## src/rtl/hdx_pkg.sv

```systemverilog
// Shared constants and types for the half-duplex high-level-framed link.
package hdx_pkg;
    localparam int FRAME_BITS = 10;   // start + 8 data + stop
    localparam int DATA_BITS  = 8;

    typedef enum logic [2:0] {
        RX_IDLE,
        RX_START,
        RX_DATA,
        RX_STOP,
        RX_WAITLOW
    } rx_state_t;
endpackage

```

## src/rtl/hdx_bitclk.sv

```systemverilog
// Bit-period timer. While run is high it counts BIT_CYC cycles per period.
// It flags the centre (mid) and the last cycle (last) of each period.
// Assumes BIT_CYC >= 4. The count restarts from zero whenever run is low.
module hdx_bitclk #(
    parameter int BIT_CYC = 16
) (
    input  logic clk,
    input  logic rst_n,
    input  logic run,
    output logic mid,
    output logic last
);
    localparam int CW = $clog2(BIT_CYC);
    localparam logic [CW-1:0] LAST_V = CW'(BIT_CYC - 1);
    localparam logic [CW-1:0] MID_V  = CW'(BIT_CYC / 2 - 1);

    logic [CW-1:0] cnt;

    // Purpose: cycle counter within one bit period.
    always_ff @(posedge clk) begin
        if (!rst_n)              cnt <= '0;
        else if (!run)           cnt <= '0;
        else if (cnt == LAST_V)  cnt <= '0;
        else                     cnt <= cnt + 1'b1;
    end

    assign mid  = run && (cnt == MID_V);
    assign last = run && (cnt == LAST_V);
endmodule

```

## src/rtl/hdx_tx.sv

```systemverilog
// Transmit half. It loads a 10-bit frame (1, data LSB first, 1) on go and
// shifts one bit per period. It drives the line only while busy, so the pair
// is undriven when idle. Assumes go is already qualified by the caller.
module hdx_tx #(
    parameter int BIT_CYC = 16
) (
    input  logic       clk,
    input  logic       rst_n,
    input  logic       go,
    input  logic [7:0] data,
    output logic       line_out,
    output logic       line_oe,
    output logic       busy,
    output logic       done
);
    import hdx_pkg::*;

    logic [FRAME_BITS-1:0] shreg;
    logic [3:0]            idx;
    logic                  bit_last;
    logic                  bit_mid;

    hdx_bitclk #(.BIT_CYC(BIT_CYC)) u_timer (
        .clk  (clk),
        .rst_n(rst_n),
        .run  (busy),
        .mid  (bit_mid),
        .last (bit_last)
    );

    // Purpose: frame load, bit shifting and end-of-frame handling.
    always_ff @(posedge clk) begin
        if (!rst_n) begin
            busy  <= 1'b0;
            done  <= 1'b0;
            shreg <= '0;
            idx   <= '0;
        end else begin
            done <= 1'b0;
            if (!busy) begin
                if (go) begin
                    busy  <= 1'b1;
                    shreg <= {1'b1, data, 1'b1};
                    idx   <= '0;
                end
            end else if (bit_last) begin
                if (idx == 4'(FRAME_BITS - 1)) begin
                    busy <= 1'b0;
                    done <= 1'b1;
                end else begin
                    shreg <= {1'b0, shreg[FRAME_BITS-1:1]};
                    idx   <= idx + 1'b1;
                end
            end
        end
    end

    assign line_out = busy & shreg[0];
    assign line_oe  = busy;
endmodule

```

## src/rtl/hdx_rx.sv

```systemverilog
// Receive half. The line passes through a two-flop synchroniser. A high level
// starts a frame, which is confirmed at mid start bit; data is sampled at
// bit centres, LSB first. After a good stop bit the receiver waits for the
// line to fall before it rearms. hold (own transmission) parks it in that wait.
module hdx_rx #(
    parameter int BIT_CYC = 16
) (
    input  logic       clk,
    input  logic       rst_n,
    input  logic       line_in,
    input  logic       hold,
    output logic [7:0] byte_out,
    output logic       valid,
    output logic       ferr,
    output logic       idle
);
    import hdx_pkg::*;

    rx_state_t  state;
    logic       sync1, sync2;
    logic [7:0] shreg;
    logic [2:0] idx;
    logic       run, bit_mid, bit_last;

    // Purpose: bring the asynchronous line into the clock domain.
    always_ff @(posedge clk) begin
        if (!rst_n) begin
            sync1 <= 1'b0;
            sync2 <= 1'b0;
        end else begin
            sync1 <= line_in;
            sync2 <= sync1;
        end
    end

    assign run  = (state == RX_START) || (state == RX_DATA) || (state == RX_STOP);
    assign idle = (state == RX_IDLE);

    hdx_bitclk #(.BIT_CYC(BIT_CYC)) u_timer (
        .clk  (clk),
        .rst_n(rst_n),
        .run  (run),
        .mid  (bit_mid),
        .last (bit_last)
    );

    // Purpose: frame detection, bit sampling and result presentation.
    always_ff @(posedge clk) begin
        if (!rst_n) begin
            state    <= RX_IDLE;
            shreg    <= '0;
            idx      <= '0;
            byte_out <= '0;
            valid    <= 1'b0;
            ferr     <= 1'b0;
        end else begin
            valid <= 1'b0;
            if (hold) begin
                state <= RX_WAITLOW;
            end else begin
                unique case (state)
                    RX_IDLE:    if (sync2) state <= RX_START;
                    RX_START:   if (bit_mid) begin
                                    state <= sync2 ? RX_DATA : RX_IDLE;
                                    idx   <= '0;
                                end
                    RX_DATA:    if (bit_mid) begin
                                    shreg <= {sync2, shreg[7:1]};
                                    idx   <= idx + 1'b1;
                                    if (idx == 3'(DATA_BITS - 1)) state <= RX_STOP;
                                end
                    RX_STOP:    if (bit_mid) begin
                                    byte_out <= shreg;
                                    valid    <= 1'b1;
                                    ferr     <= !sync2;
                                    state    <= sync2 ? RX_WAITLOW : RX_IDLE;
                                end
                    RX_WAITLOW: if (!sync2) state <= RX_IDLE;
                    default:    state <= RX_IDLE;
                endcase
            end
        end
    end

    logic unused_last;
    assign unused_last = bit_last;
endmodule

```

## src/rtl/hdx_link.sv

```systemverilog
// Top of the half-duplex link. A transmit request is accepted only when the
// transmitter is free and the receiver is idle; the receiver is held off while
// the block drives the pair. Bit period = CLK_HZ / BAUD cycles (must be >= 4).
module hdx_link #(
    parameter int CLK_HZ = 200_000_000,
    parameter int BAUD   = 9600
) (
    input  logic       clk,
    input  logic       rst_n,
    input  logic [7:0] tx_byte,
    input  logic       tx_go,
    input  logic       line_in,
    output logic       line_out,
    output logic       line_oe,
    output logic       tx_busy,
    output logic       tx_done,
    output logic [7:0] rx_byte,
    output logic       rx_valid,
    output logic       rx_ferr
);
    localparam int BIT_CYC = CLK_HZ / BAUD;

    logic rx_idle;
    logic go_ok;

    assign go_ok = tx_go && rx_idle;

    hdx_tx #(.BIT_CYC(BIT_CYC)) u_tx (
        .clk     (clk),
        .rst_n   (rst_n),
        .go      (go_ok),
        .data    (tx_byte),
        .line_out(line_out),
        .line_oe (line_oe),
        .busy    (tx_busy),
        .done    (tx_done)
    );

    hdx_rx #(.BIT_CYC(BIT_CYC)) u_rx (
        .clk     (clk),
        .rst_n   (rst_n),
        .line_in (line_in),
        .hold    (tx_busy),
        .byte_out(rx_byte),
        .valid   (rx_valid),
        .ferr    (rx_ferr),
        .idle    (rx_idle)
    );
endmodule

```

## config.mk

```make
export PLATFORM = sky130hd
export DESIGN_NAME = hdx_link
export DESIGN_NICKNAME = d
export VERILOG_FILES = /design/src/rtl/hdx_pkg.sv /design/src/rtl/hdx_bitclk.sv /design/src/rtl/hdx_tx.sv /design/src/rtl/hdx_rx.sv /design/src/rtl/hdx_link.sv
export SDC_FILE = /design/constraint.sdc
export NUM_CORES = 1
export LEC_CHECK = 0
export BUFFER_PORTS_ARGS = -buffer_cell sky130_fd_sc_hd__buf_2
export CORE_UTILIZATION = 64
export CTS_CLUSTER_SIZE = 40
export DETAILED_ROUTE_END_ITERATION = 10
export PLACE_DENSITY = 0.84
export SLEW_MARGIN = 20
export SYNTH_ARGS = -nofsm -noshare
export SYNTH_HDL_FRONTEND = slang
export SYNTH_SLANG_ARGS = --single-unit
```

## constraint.sdc

```tcl
create_clock -name clk -period 4.4 [get_ports clk]
set_input_delay 0.88 -clock clk [delete_from_list [all_inputs] [get_ports clk]]
set_output_delay 0.88 -clock clk [all_outputs]
set_load 0.03 [all_outputs]
```

==> out/qor.yml <==
status: "completed"
htree_levels: 3
endpoint_kind: "flop"
worst_path_max_delay_cell: "or4b_1"
comb_power_share: 0.044
cts.sinks: 72
cts_buffers: 9
grt_remaining_overflow: 0
grt_pass1_vias: 2360
syn_area_um2: 3310
coreArea_um2: 4850
finalHoldViolations: 0
grt_pass1_wl_um: 10400
tightest_slew_ns: 1.01
crit_path_cell_trace: "buf_2 > buf_4 > inv_1 > or4b_1 > a21oi_1"
clock_latency_ns: 0.34
die-area_um2: 5470
p_int_mw: 1.02
dr.first_iter.drc_count: 103
path_class: "in2reg"
peakVddDrop_mv: 0.268
hpwl_um: 3950
via_per_inst: 5.65
clock_tree.buffer_depth: 2
async_flop_share: 0
path_max_fanout: 36
post-cts-setup-buffers: 0
drc: 0
yosys_warnings: 0
tritoncts: "done"
num_vias: 2468
synth_edf_count: 0
fill_cells: 344
chipWidth_um: 74.0
hp-class: "reg2reg"
finalMaxSlewViolations: 0
ys_seq_area_frac: 0.435
cts_hold_buf: 0
cts_resized: 0
path_delay_family: "simple AND/OR/NAND/NOR gates"
netlist_instances: 349
synthesis.nets: 369
drt_first_pass_iters: 4
setup-tns-final_ns: 0
drtAntennaViolNets: 0
finalClockSkew_ns: 0.00891
start_util: 0.684
period_minus_slack_ns: 2.59
io_pins: 26
antenna_found_initial: 0
grt_max_degree: 37
leakagePower_nw: 1.38
avgRoutedWirePerCell_um: 13.6
swShare: 0.227
die_y_um: 74.0
fmax_ghz: 0.386
drive_gt1_frac: 0.157
p_sw_uw: 302
cp_slowest_stage_delay_ns: 1.03
maxCapViolations: 0
io_buffer_count: 25
max-slew-margin-rel: 0.328
syn_avg_cell_area_um2: 9.50
start_kind: "input port"
period_share: 0.589
area_growth_pct: 9.40
arrival_ns: 2.85
p_per_area_nw_per_um2: 366
setup_viol: 0
power_frac_clock: 0.446
clock-root-buffer: "clkbuf_8"
fp-row-count: 25
required_ns: 4.66
antenna_cells: 0
final_core_util: 0.748
seq_power_share: 0.510
gp_congestion: 0.786
synth-seq-cells: 72
nNetsFinal: 385
grt_use_total: 0.248
totalWireLength_um: 5930
clk_pin_slew_ns: 0.08
synth.distinct_cells: 50
critical_path_buf_inv_count: 3
synthFlopType: "dfxtp_1"
rsz0062_at_grt: "false"
-- Yosys cell counts (11+ instances only) --
library cell | count | area, um2
nand2_1 | 33 | 124
nor2_1 | 33 | 124
mux2i_1 | 25 | 250
nand4_1 | 12 | 75.1
inv_1 | 11 | 41.3
nand3_1 | 14 | 70.1
xnor2_1 | 14 | 123
xor2_1 | 12 | 105
dfxtp_1 | 72 | 1440
-- power groups by stage --
stage / clock, mW / combinational, mW / sequential (mW)
global placement: 0 / 0.0558 / 0.691
CTS: 0.601 / 0.0584 / 0.677
detailed placement: 0 / 0.0580 / 0.692
floorplan: 0 / 0.0498 / 0.686
finish: 0.591 / 0.0583 / 0.677
global route: 0.631 / 0.0646 / 0.679
-- through the flow --
stage | power (mW) | setup WS, ns | hold WS [ns] | cell area (um2) | std cells
6_report | 1.33 | 1.81 | 0.449 | 3630 | 437
5_1_grt | 1.37 | 1.71 | 0.474 | 3630 | 437
4_1_cts | 1.34 | 1.82 | 0.455 | 3630 | 437
3_5_place_dp | 0.750 | 1.45 | 0.437 | 3400 | 421
3_3_place_gp | 0.747 | 1.51 | 0.420 | 3400 | 421
2_1_floorplan | 0.736 | 2.03 | 0.412 | 3310 | 349
-- layer usage --
layer  GRT usage  part of all wire  vias up
li1            -                 -     1256
met1       0.299              0.46     1167
met2       0.417              0.49       35
met3      0.0827             0.036       10
met4      0.0833             0.014        0
met5           0                 0        -
-- logic make-up after synthesis --
| group | synth area share |
|---|---|
| buffers and inverters | 0.0525 |
| XOR/XNOR | 0.0687 |
| adder cells (fa/ha/maj) | 0.0302 |
| multiplexers | 0.0755 |
| AND/OR/NAND/NOR | 0.270 |
| AO/OA/AOI/OAI | 0.0683 |
| flip-flops | 0.435 |
-- cells in the final DEF (no fill, tap or decap), drive strengths merged, types with 5 or more instances in the layout --
master  synthesis  final
ha              8      8
mux2i          25     25
nor3            8      8
buf            15     26
and2            5      5
a221oi          8      8
dfxtp          72     72
inv            11     13
xnor2          14     14
and4            6      6
nand2          33     33
nand4          12     12
clkbuf          6     10
o21ai           8      8
a21oi           8      8
nand3          15     15
nor2           43     43
xor2           12     12
-- flip-flops by register name, summed over array words and instances (netlist names) --
| name | cells |
|---|---|
| u_rx.byte_out | 8 |
| u_rx.ferr | 1 |
| u_rx.idx | 3 |
| u_rx.shreg | 8 |
| u_rx.state | 3 |
| u_rx.sync1 | 1 |
| u_rx.sync2 | 1 |
| u_rx.u_timer.cnt | 15 |
| u_rx.valid | 1 |
| u_tx.busy | 1 |
| u_tx.done | 1 |
| u_tx.idx | 4 |
| u_tx.shreg | 10 |
| u_tx.u_timer.cnt | 15 |
-- path summary, 6_finish.rpt --
path,start,to,slack [ns],depth (start not counted)
hold / removal,u_rx.sync1,u_rx.sync2,0.45,1
hold reg to reg,u_rx.sync1,u_rx.sync2,0.45,1
setup reg to reg,u_tx.busy,u_tx.shreg[3],2.18,4
setup / recovery,rst_n,u_rx.u_timer.cnt[13],1.81,5
-- layout make-up --
type	instances	area, um2	share of cell area
multi-input combinational	245	1700	0.469
tap	67	83.8	0.0231
clock buffer	10	138	0.0380
clock inverter	6	90.1	0.0248
timing repair buffer	26	133	0.0366
sequential	72	1440	0.398
inverter	11	41.3	0.0114
(Power assumes the default switching activity.)
